**config.mk**
```make
export PLATFORM = sky130hd
export DESIGN_NAME = card_cmd_engine
export DESIGN_NICKNAME = d
export VERILOG_FILES = /design/src/rtl/card_cmd_pkg.sv /design/src/rtl/card_resp_decode.sv /design/src/rtl/card_sector_seq.sv /design/src/rtl/card_cmd_engine.sv
export SDC_FILE = /design/constraint.sdc
export NUM_CORES = 1
export LEC_CHECK = 0
export ABC_AREA = 1
export BUFFER_PORTS_ARGS = -buffer_cell sky130_fd_sc_hd__buf_2
export CAP_MARGIN = 30
export CORE_AREA = 3 3 180 182
export DETAILED_ROUTE_END_ITERATION = 16
export DIE_AREA = 0 0 183 185
export GPL_TIMING_DRIVEN = 0
export MAX_ROUTING_LAYER = met4
export PLACE_DENSITY = 0.7
export SLEW_MARGIN = 20
export SYNTH_ARGS = -nofsm -noshare
export SYNTH_HDL_FRONTEND = slang
export SYNTH_SLANG_ARGS = --single-unit
```
**constraint.sdc**
```tcl
create_clock -name clk -period 3.03 [get_ports clk]
set_input_delay 0.606 -clock clk [delete_from_list [all_inputs] [get_ports clk]]
set_output_delay 0.606 -clock clk [all_outputs]
set_load 0.005 [all_outputs]
```
**src/rtl/card_cmd_pkg.sv**
```systemverilog
package card_cmd_pkg;

  localparam int unsigned DW = 32;

  localparam logic [5:0] OP_SWITCH  = 6'd6;
  localparam logic [5:0] OP_SELECT  = 6'd7;
  localparam logic [5:0] OP_EXT_CSD = 6'd8;
  localparam logic [5:0] OP_CSD     = 6'd9;
  localparam logic [5:0] OP_STOP    = 6'd12;
  localparam logic [5:0] OP_STATUS  = 6'd13;
  localparam logic [5:0] OP_BLKLEN  = 6'd16;
  localparam logic [5:0] OP_RD_ONE  = 6'd17;
  localparam logic [5:0] OP_RD_MANY = 6'd18;
  localparam logic [5:0] OP_WR_ONE  = 6'd24;
  localparam logic [5:0] OP_WR_MANY = 6'd25;
  localparam logic [5:0] OP_OPCOND  = 6'd41;
  localparam logic [5:0] OP_SCR     = 6'd51;
  localparam logic [5:0] OP_APP     = 6'd55;

  localparam logic [DW-1:0] OPCOND_REPLY = 32'h80FF_8000;
  localparam logic [DW-1:0] SWITCH_QRY_A = 32'h00FF_FFF1;
  localparam logic [DW-1:0] SWITCH_QRY_B = 32'h80FF_FFF1;

  typedef enum logic [1:0] {XK_NONE, XK_SINGLE, XK_MULTI} xfer_kind_e;
  typedef enum logic [1:0] {ST_IDLE, ST_FIN, ST_XFER} eng_state_e;

  // status word: state in 12:9, ready-for-data in 8, app flag in 5
  function automatic logic [DW-1:0] status_word(input logic [3:0] st, input logic app);
    status_word = (DW'(st) << 9) | DW'(32'h100) | (app ? DW'(32'h20) : DW'(0));
  endfunction

endpackage

```
**src/rtl/card_resp_decode.sv**
```systemverilog
module card_resp_decode
  import card_cmd_pkg::*;
(
  input  logic [5:0]          opcode,
  input  logic [DW-1:0]       arg,
  input  logic [4*DW-1:0]     csd,
  output logic [3:0][DW-1:0]  resp,
  output logic                data_evt,
  output xfer_kind_e          kind,
  output logic                is_write
);

  always_comb begin
    resp     = '0;
    data_evt = 1'b0;
    kind     = XK_NONE;
    is_write = 1'b0;
    unique case (opcode)
      OP_SELECT:  resp[0] = status_word(4'd3, 1'b0);
      OP_STOP:    resp[0] = status_word(4'd5, 1'b0);
      OP_STATUS,
      OP_BLKLEN:  resp[0] = status_word(4'd4, 1'b0);
      OP_APP:     resp[0] = status_word(4'd4, 1'b1);
      OP_SWITCH: begin
        resp[0]  = status_word(4'd4, 1'b1);
        data_evt = (arg == SWITCH_QRY_A) || (arg == SWITCH_QRY_B);
      end
      OP_SCR: begin
        resp[0]  = status_word(4'd4, 1'b1);
        data_evt = 1'b1;
      end
      OP_OPCOND:  resp[0] = OPCOND_REPLY;
      OP_EXT_CSD: resp[0] = arg;
      OP_CSD:     resp    = csd;
      OP_RD_ONE, OP_RD_MANY, OP_WR_ONE, OP_WR_MANY: begin
        resp[0]  = status_word(4'd4, 1'b0);
        data_evt = 1'b1;
        kind     = (opcode == OP_RD_ONE || opcode == OP_WR_ONE) ? XK_SINGLE : XK_MULTI;
        is_write = (opcode == OP_WR_ONE || opcode == OP_WR_MANY);
      end
      default: resp = '0;
    endcase
  end

endmodule

```
**src/rtl/card_sector_seq.sv**
```systemverilog
module card_sector_seq #(
  parameter int unsigned AW           = 32,
  parameter int unsigned SW           = 32,
  parameter int unsigned CW           = 32,
  parameter int unsigned SECTOR_BYTES = 512
) (
  input  logic          clk,
  input  logic          rst,
  input  logic          go,
  input  logic [SW-1:0] first_sector,
  input  logic [AW-1:0] first_addr,
  input  logic [CW-1:0] count,
  input  logic          xfer_ready,
  input  logic          xfer_done,
  output logic          xfer_valid,
  output logic [SW-1:0] xfer_sector,
  output logic [AW-1:0] xfer_addr,
  output logic          last_done
);

  localparam logic [AW-1:0] ADDR_STEP = AW'(SECTOR_BYTES);

  logic          valid_q;
  logic          waiting_q;
  logic [CW-1:0] remain_q;
  logic [SW-1:0] sector_q;
  logic [AW-1:0] addr_q;

  always_ff @(posedge clk) begin
    if (rst) begin
      valid_q   <= 1'b0;
      waiting_q <= 1'b0;
      remain_q  <= '0;
      sector_q  <= '0;
      addr_q    <= '0;
    end else if (go) begin
      valid_q   <= 1'b1;
      waiting_q <= 1'b0;
      remain_q  <= count;
      sector_q  <= first_sector;
      addr_q    <= first_addr;
    end else if (valid_q && xfer_ready) begin
      valid_q   <= 1'b0;
      waiting_q <= 1'b1;
    end else if (waiting_q && xfer_done) begin
      waiting_q <= 1'b0;
      if (remain_q != CW'(1)) begin
        remain_q <= remain_q - CW'(1);
        sector_q <= sector_q + SW'(1);
        addr_q   <= addr_q + ADDR_STEP;
        valid_q  <= 1'b1;
      end
    end
  end

  assign xfer_valid  = valid_q;
  assign xfer_sector = sector_q;
  assign xfer_addr   = addr_q;
  assign last_done   = waiting_q && xfer_done && (remain_q == CW'(1));

  // a pending request keeps its fields until the mover takes it
  p_req_hold_r8: assert property (@(posedge clk) disable iff (rst)
    (xfer_valid && !xfer_ready && !go) |=> (xfer_valid && $stable(xfer_sector) && $stable(xfer_addr)));

  // each follow-on request is one sector and one sector-size further on
  p_req_step_r8: assert property (@(posedge clk) disable iff (rst)
    (waiting_q && xfer_done && !last_done && !go) |=>
      (xfer_valid && xfer_sector == $past(xfer_sector) + SW'(1)
       && xfer_addr == $past(xfer_addr) + ADDR_STEP));

endmodule

```
**src/rtl/card_cmd_engine.sv**
```systemverilog
module card_cmd_engine
  import card_cmd_pkg::*;
#(
  parameter int unsigned AW           = 32,
  parameter int unsigned CW           = 32,
  parameter int unsigned SECTOR_BYTES = 512
) (
  input  logic          clk,
  input  logic          rst,
  input  logic          start,
  input  logic [31:0]   cmd_word,
  input  logic [31:0]   cmd_arg,
  input  logic [AW-1:0] buf_addr,
  input  logic [CW-1:0] blk_count,
  input  logic [4:0]    blk_len_log2,
  input  logic          high_cap,
  input  logic [127:0]  csd_bits,
  output logic          busy,
  output logic          cmd_done,
  output logic          data_done,
  output logic          misalign,
  output logic [31:0]   resp_word0,
  output logic [31:0]   resp_word1,
  output logic [31:0]   resp_word2,
  output logic [31:0]   resp_word3,
  output logic          xfer_valid,
  input  logic          xfer_ready,
  output logic          xfer_write,
  output logic [31:0]   xfer_sector,
  output logic [AW-1:0] xfer_addr,
  input  logic          xfer_done
);

  localparam int unsigned SEC_LG = $clog2(SECTOR_BYTES);

  logic [3:0][DW-1:0] dec_resp;
  logic               dec_data;
  xfer_kind_e         dec_kind;
  logic               dec_wr;

  logic               unused_cmd_hi;
  assign unused_cmd_hi = ^cmd_word[31:6];

  card_resp_decode i_dec (
    .opcode   (cmd_word[5:0]),
    .arg      (cmd_arg),
    .csd      (csd_bits),
    .resp     (dec_resp),
    .data_evt (dec_data),
    .kind     (dec_kind),
    .is_write (dec_wr)
  );

  eng_state_e         state_q;
  logic [3:0][DW-1:0] resp_q;
  logic               busy_q, cdone_q, ddone_q, dpend_q, wr_q, mis_q;

  logic          accept, xfer_go, seq_last, bad_offset;
  logic [CW-1:0] eff_count;
  logic [DW-1:0] start_sector;

  always_comb begin
    accept       = start && (state_q == ST_IDLE);
    eff_count    = (dec_kind == XK_SINGLE) ? CW'(1) : blk_count;
    xfer_go      = accept && (dec_kind != XK_NONE) && (eff_count != '0);
    start_sector = high_cap ? cmd_arg : (cmd_arg >> blk_len_log2);
    bad_offset   = (dec_kind != XK_NONE) && !high_cap && (cmd_arg[SEC_LG-1:0] != '0);
  end

  card_sector_seq #(
    .AW (AW), .SW (DW), .CW (CW), .SECTOR_BYTES (SECTOR_BYTES)
  ) i_seq (
    .clk          (clk),
    .rst          (rst),
    .go           (xfer_go),
    .first_sector (start_sector),
    .first_addr   (buf_addr),
    .count        (eff_count),
    .xfer_ready   (xfer_ready),
    .xfer_done    (xfer_done),
    .xfer_valid   (xfer_valid),
    .xfer_sector  (xfer_sector),
    .xfer_addr    (xfer_addr),
    .last_done    (seq_last)
  );

  always_ff @(posedge clk) begin
    if (rst) begin
      state_q <= ST_IDLE;
      resp_q  <= '0;
      busy_q  <= 1'b0;
      cdone_q <= 1'b0;
      ddone_q <= 1'b0;
      dpend_q <= 1'b0;
      wr_q    <= 1'b0;
      mis_q   <= 1'b0;
    end else begin
      cdone_q <= 1'b0;
      ddone_q <= 1'b0;
      unique case (state_q)
        ST_IDLE: if (accept) begin
          resp_q  <= dec_resp;
          dpend_q <= dec_data;
          wr_q    <= dec_wr;
          busy_q  <= 1'b1;
          if (bad_offset) mis_q <= 1'b1;
          state_q <= xfer_go ? ST_XFER : ST_FIN;
        end
        ST_FIN: begin
          cdone_q <= 1'b1;
          ddone_q <= dpend_q;
          busy_q  <= 1'b0;
          state_q <= ST_IDLE;
        end
        ST_XFER: if (seq_last) begin
          cdone_q <= 1'b1;
          ddone_q <= dpend_q;
          busy_q  <= 1'b0;
          state_q <= ST_IDLE;
        end
        default: state_q <= ST_IDLE;
      endcase
    end
  end

  assign busy       = busy_q;
  assign cmd_done   = cdone_q;
  assign data_done  = ddone_q;
  assign misalign   = mis_q;
  assign xfer_write = wr_q;
  assign resp_word0 = resp_q[0];
  assign resp_word1 = resp_q[1];
  assign resp_word2 = resp_q[2];
  assign resp_word3 = resp_q[3];

  // completion is reported only once busy has dropped
  p_done_not_busy_r9: assert property (@(posedge clk) disable iff (rst)
    cmd_done |-> !busy);

  // responses do not move while a command is in flight
  p_resp_frozen_r9: assert property (@(posedge clk) disable iff (rst)
    busy |=> ($stable(resp_word0) && $stable(resp_word3)));

  // a sector request only exists inside a busy window
  p_req_in_busy_r9: assert property (@(posedge clk) disable iff (rst)
    xfer_valid |-> busy);

  // data completion never comes without command completion
  p_data_with_cmd_r5: assert property (@(posedge clk) disable iff (rst)
    data_done |-> cmd_done);

  // the completion strobe lasts a single cycle
  p_done_pulse_r5: assert property (@(posedge clk) disable iff (rst)
    cmd_done |=> !cmd_done);

  // the misalignment flag never clears outside reset
  p_misalign_sticky_r10: assert property (@(posedge clk) disable iff (rst)
    misalign |=> misalign);

endmodule

```
# After elaboration in Yosys (flattened, before gate mapping)

Cells that the tools add are included.

Bits in registers: 234
Input bits: 267
Output and inout bits: 198
Logic and storage cells: 114

$add $sub $neg: 3
Eq/ne operators: 24
Shifts and indexed selects: 1
Muxes and demuxes: 37
Reduce and logical (&&, ||, !) cells: 33

Operators with widths:

| kind                     | number |
|---|---|
| $mux W32                 | 14 |
| $pmux W32 S7             | 1 |
| $mux W96                 | 1 |
| $add A32 B1 Y32 const B  | 1 |
| $add A32 B10 Y32 const B | 1 |
| $eq A32 B1 Y1 const B    | 1 |
| $eq A32 B24 Y1 const B   | 1 |
| $eq A32 B32 Y1 const B   | 1 |
| $ne A32 B1 Y1 const B    | 1 |
| $reduce_bool A32 Y1      | 1 |
| $shr A32 B5 Y32          | 1 |
| $sub A32 B1 Y32 const B  | 1 |
| $eq A6 B5 Y1 const B     | 5 |
| $eq A6 B4 Y1 const B     | 4 |
| $eq A6 B6 Y1 const B     | 3 |
| $eq A6 B3 Y1 const B     | 2 |
| $mux W1                  | 11 |
| $mux W2                  | 5 |
| $reduce_and A3 Y1        | 3 |
| $reduce_bool A3 Y1       | 3 |
| $reduce_bool A9 Y1       | 1 |
| $logic_and A1 B1 Y1      | 8 |
| $reduce_bool A2 Y1       | 4 |
| $pmux W1 S2              | 3 |
| 15 further kinds         | 21 |

# Depth between registers and ports, before layout

Depth in word-level cells: 11
Gate-level depth with buffers: 19
Gate-level depth less buffers: 17

# Hierarchy

Synthesis repeated with hierarchy kept, for this count alone.

Cell total of the unflattened synthesis: 2677
Area total of the unflattened synthesis: 15343.5 µm²

By module, submodules not included:

| module           | instances | cells each | area each (µm²) | seq. area each (µm²) |
|---|---|---|---|---|
| card_cmd_engine  | 1         | 1104       | 7120.6          | 2722.6 |
| card_sector_seq  | 1         | 1180       | 6617.6          | 1961.9 |
| card_resp_decode | 1         | 393        | 1605.3          | 0.0 |

# Least setup slack after synthesis

Ideal clock, no wire load.

Path type: input-to-reg
Start: in cmd_word[0]
End: reg i_seq.sector_q[10] (netlist: i_seq.xfer_sector[10])
Setup time: 0.116 ns
Arrival time: 2.208 ns
Required time: 2.914 ns
Setup slack: 0.706 ns
Stages on the path: 15
Buffers on the path: 3
Path through: nor2_1 nand2_1 nand2_1 nand2_2 buf_2 o21ai_0 nand3_1 nor2_2 nand2_4 nand2_4 nand2_4 buf_6 buf_2 o21ai_1 nor2_1

Cells in the longest elaborated chain, start to end: 10
Elaborated cells on any way between the ends: 19
Classes of those cells: eq/ne (6); mux (4); reduce/logical (9)

RTL lines:

| what                                                         | line                                           | source |
|---|---|---|
| start: declaration                                           | card_cmd_engine.sv:11                          | `input logic [31:0] cmd_word,` |
| $eq A6 B5 Y1                                                 | card_resp_decode.sv:18, card_resp_decode.sv:38 |  |
| $logic_or A1 B1 Y1                                           | card_resp_decode.sv:38                         | `kind = (opcode == OP_RD_ONE \|\| opcode == OP_WR_ONE) ? XK_SINGLE : XK_MULTI;` |
| $mux W2                                                      | card_resp_decode.sv:38                         |  |
| $mux W2 *                                                    | card_resp_decode.sv:18                         | `unique case (opcode)` |
| $eq A2 B1 Y1                                                 | card_cmd_engine.sv:64                          | `eff_count = (dec_kind == XK_SINGLE) ? CW'(1) : blk_count;` |
| $mux W32                                                     | card_cmd_engine.sv:64                          |  |
| $reduce_bool A32 Y1                                          | card_cmd_engine.sv:65                          | `xfer_go = accept && (dec_kind != XK_NONE) && (eff_count != '0);` |
| $logic_and A1 B1 Y1 *                                        | card_cmd_engine.sv:65                          |  |
| $ne A2 B2 Y1 (no line) or $reduce_bool A2 Y1 (tied branches) | --                                             |  |
| $reduce_and A3 Y1 (no line)                                  | --                                             |  |
| end signal: assignment                                       | card_sector_seq.sv:40                          | `sector_q <= first_sector;` |
| end signal: assignment                                       | card_sector_seq.sv:49                          | `sector_q <= sector_q + SW'(1);` |
| end: declaration                                             | card_sector_seq.sv:26                          | `logic [SW-1:0] sector_q;` |

Every way passes the cells marked *; elsewhere a longest branch is shown, timed or not.
A chain may end at the register's enable or synchronous reset.

# Final worst setup path

Start: reg state_q[0]
End: reg i_seq.remain_q[10]

Cells in the longest elaborated chain, start to end: 6
Elaborated cells on any way between the ends: 9
Classes of those cells: eq/ne (1); mux (1); reduce/logical (7)

RTL lines:

| what                                                         | line                   | source |
|---|---|---|
| start: declaration                                           | card_cmd_engine.sv:54  | `eng_state_e state_q;` |
| start signal: assignment                                     | card_cmd_engine.sv:107 | `state_q <= xfer_go ? ST_XFER : ST_FIN;` |
| $logic_not A2 Y1 *                                           | card_cmd_engine.sv:63  | `accept = start && (state_q == ST_IDLE);` |
| $logic_and A1 B1 Y1 *                                        | card_cmd_engine.sv:63  |  |
| $logic_and A1 B1 Y1 * (2 in series)                          | card_cmd_engine.sv:65  |  |
| $ne A2 B2 Y1 (no line) or $reduce_bool A2 Y1 (tied branches) | --                     |  |
| $reduce_and A3 Y1 (no line)                                  | --                     |  |
| end signal: assignment                                       | card_sector_seq.sv:39  | `remain_q <= count;` |
| end signal: assignment                                       | card_sector_seq.sv:48  | `remain_q <= remain_q - CW'(1);` |
| end: declaration                                             | card_sector_seq.sv:25  | `logic [CW-1:0] remain_q;` |

Marks and branches as above.

==> metrics.txt <==
Clk pin slew, worst setup/hold paths=roughly 0.060 ns; Initial Util=0.462; Hold Vio Cnt, Final=0; Yosys warning count=0; Max FO, Critical Path=10; H-tree depth=1; synth top area cells=dfxtp_1, nand2_1, o21ai_0, nor2_1, nand3_1; share of total power in the clock network=0.395; logic gate share of total power=0.236; CP startpoint kind=flip-flop; worst-path cell chain=inv_1 -> ha_1 -> nand2_1 -> a21oi_4 -> clkbuf_1 -> nand4_1 -> nand3_1 -> nand2_1 -> inv_1; sequential fraction of design power=0.369; CTS Root Cell=clkbuf_16; CP required=3.53 ns; Post-Syn Area per Cell=between 6 and 7 um2; chip width=183 um; gr ovfl total=0; actual slew at the worst max-slew pin=0.901 ns; IO buf count=433; Leak=8.47 nW; PwrDens=~540 nW/um2; Synth cell types=40; Post-Layout Inst Area=~18000 um2; synthesized area=14200 um2; Total GRT Usage=0.385; relative slew slack=0.399; sw power=3.10 mW; Worst VDD drop=0.000439 V; Most used DFF post-synth=dfxtp_1; Final Slew Violations=0; Setup TNS Final=0 ns; Cell Int Power=6.59 mW; via count=18000; Worst-Skew Late Latency=0.55 ns; sequential area share after synthesis=0.330; Arr. time, crit path=around 3.5 ns; max-cap check violation count=0; fraction of layout cells with a size suffix above 1=0.195; Max Fclk=0.333 GHz; Worst Setup End Kind=flip-flop; CTS buffer count=28; routed wire length=approximately 67000 um; clock sinks=234; skew final=0.00812 ns; Routed Antenna Nets=0; Post-Syn Nets=~2600; DRT iter0 DRCs=1857; Vias/cell=5.63; Yosys top cell by area=dfxtp_1; Synth Register Bits=roughly 230; initial antenna violation count=7; Synth async-reset ratio=0; row count=64; crit path kind=flip-flop to flip-flop; crit-path max cell delay=0.69 ns; Post-layout nets=3043; Top delay family on crit path=simple AND/OR/NAND/NOR gates; DP Wirelength=52900 um; die height=185 um; WL/cell=20.8 um; switch share=0.320; DRC viols=0; worst path bufs/invs=3; CP max stage cell=clkbuf_1; number of synthesized flops with an enable pin=0; synth-to-layout area growth=26.4%; TritonRoute pass-1 iters=6; min Tclk post-route=3.01 ns; Final setup viols=0; Filler cells=about 3100; clk buf depth=3; pin count of the biggest net entering global routing=14; first-pass GRT wire length=between 90000 and 100000 um; Design Power=9.69 mW; Placed Area=approximately 17000 um2; status=finished clean; CTS tree=yes; Cells after Synth=2305; Hold Path Class=primary input to flip-flop; period utilisation layout=0.992; share of the synthesized area in the top cell type=0.330; die area=33900 um2; # IOs=465; placer congestion estimate=approximately 1.1; RSZ-0062 raised after global routing=no; vias in the first global route=17100; core outline area=30700 um2; hold_buf cts=0
[Yosys cell counts, types with 8 or more instances]
| cell | instances |
|---|---|
| buf_4 | 8 |
| nor3_1 | 40 |
| o21ai_0 | 232 |
| dfxtp_1 | 234 |
| ha_1 | 8 |
| nand4_1 | 43 |
| nand3_1 | 210 |
| nand3b_1 | 14 |
| clkbuf_1 | 109 |
| buf_2 | 9 |
| nor2_2 | 23 |
| buf_1 | 11 |
| xor2_1 | 47 |
| xnor2_1 | 15 |
| o21ai_1 | 31 |
| buf_6 | 8 |
| nand2_1 | 590 |
| a21oi_1 | 154 |
| inv_1 | 168 |
| o211ai_1 | 21 |
| nor2_1 | 287 |
[power groups by stage]
| stage | registers [mW] | clock network, mW | logic [mW] |
|---|---|---|---|
| 5_1_grt | 3.60 | 3.99 | 2.50 |
| 2_1_floorplan | 3.63 | 0 | 1.17 |
| 3_3_place_gp | 3.62 | 0 | 2.20 |
| 3_5_place_dp | 3.62 | 0 | 2.22 |
| 4_1_cts | 3.57 | 3.84 | 2.24 |
| 6_report | 3.57 | 3.83 | 2.28 |
[layer usage]
layer  up-vias  GRT usage  part of all wire
met2      1034      0.608              0.45
li1       8482          -                 -
met1      8265      0.474              0.39
met3       190     0.0878              0.10
met5         -          -                 0
met4         0      0.166             0.054
[worst register-to-register path, stage by stage, from the launching register on]
cell      delay (ns)
dfxtp_1         0.34
inv_1           0.09
ha_1            0.18
nand2_1         0.43
a21oi_4         0.64
clkbuf_1        0.69
nand4_1         0.30
nand3_1         0.16
nand2_1         0.07
inv_1           0.07
[through the flow]
step / utilization / worst slack (ns) / hold WS (ns) / cells
finish: 0.584 / 0.0240 / 0.297 / 3194
global route: 0.584 / 0.0229 / 0.296 / 3193
CTS: 0.583 / 0.109 / 0.285 / 3186
detailed placement: 0.548 / -0.298 / 0.452 / 3134
global placement: 0.548 / -0.205 / 0.440 / 3134
floorplan: - / 0.706 / 0.416 / 2305
[sequential cells by signal (all words and copies together) (netlist names), 2 cells and up]
| register | count |
|---|---|
| i_seq.xfer_addr | 32 |
| resp_word3 | 32 |
| resp_word0 | 32 |
| state_q | 2 |
| resp_word1 | 32 |
| resp_word2 | 32 |
| i_seq.remain_q | 32 |
| i_seq.xfer_sector | 32 |
[layout make-up]
| cell class | instances | area (um2) | share of cell area |
|---|---|---|---|
| Clock buffer | 39 | 833 | 0.0464 |
| Clock inverter | 13 | 221 | 0.0123 |
| Sequential cell | 234 | 4680 | 0.261 |
| Multi-Input combinational cell | 1749 | 8210 | 0.457 |
| Buffer | 146 | 653 | 0.0364 |
| Inverter | 176 | 664 | 0.0370 |
| Timing Repair Buffer | 433 | 2170 | 0.121 |
| Tap cell | 396 | 495 | 0.0276 |
| Antenna cell | 8 | 20.0 | 0.00112 |
[path summary, 6_finish.rpt]
check	from	depth (start not counted)	end	slack, ns
hold reg to reg	resp_word0[23]$_SDFFE_PP0P_	2	resp_word0[23]$_SDFFE_PP0P_	0.47
hold / removal	csd_bits[65]	3	resp_word2[1]$_SDFFE_PP0P_	0.30
setup reg to reg	state_q[0]$_SDFFE_PP0P_	9	i_seq.remain_q[10]$_SDFFE_PP0P_	0.02
setup / recovery	state_q[0]$_SDFFE_PP0P_	9	i_seq.remain_q[10]$_SDFFE_PP0P_	0.02
[logic make-up after synthesis]
family / synth area share
AO/OA/AOI/OAI: 0.168
flip-flops: 0.330
XOR/XNOR: 0.0382
multiplexers: 0.000705
buffers and inverters: 0.0923
adder cells (fa/ha/maj): 0.00705
AND/OR/NAND/NOR: 0.363
[what timing repair did]
item,4_1_cts,5_1_grt
setup buffers,0,0
pin swaps,0,0
endpoints found under the hold margin,0,0
setup endpoints to repair,6,11
resized for setup,1,3
[cells in the final DEF (no fill, tap or decap), drive strengths merged]
| cell type | Yosys | layout |
|---|---|---|
| o311ai | 1 | 1 |
| clkinv | 5 | 10 |
| buf | 36 | 467 |
| or2 | 3 | 3 |
| o21ai | 263 | 263 |
| bufinv | 0 | 6 |
| diode | 0 | 8 |
| a21o | 1 | 1 |
| dfxtp | 234 | 234 |
| clkinvlp | 0 | 2 |
| a21oi | 155 | 155 |
| a22o | 1 | 1 |
| nor3 | 40 | 40 |
| mux2i | 1 | 1 |
| nor4 | 5 | 5 |
| nand3b | 14 | 14 |
| a22oi | 5 | 5 |
| o21bai | 1 | 1 |
| nand4 | 43 | 43 |
| ha | 8 | 8 |
| a221oi | 2 | 2 |
| nand2 | 594 | 594 |
| xnor2 | 15 | 15 |
| nand3 | 210 | 210 |
| a31oi | 2 | 2 |
| o211ai | 21 | 21 |
| o22ai | 5 | 5 |
| nor2 | 310 | 310 |
| xor2 | 47 | 47 |
| nor3b | 1 | 1 |
| clkbuf | 110 | 151 |
| inv | 171 | 171 |
| o21a | 1 | 1 |
No activity file was read; power rests on OpenSTA's default activity.
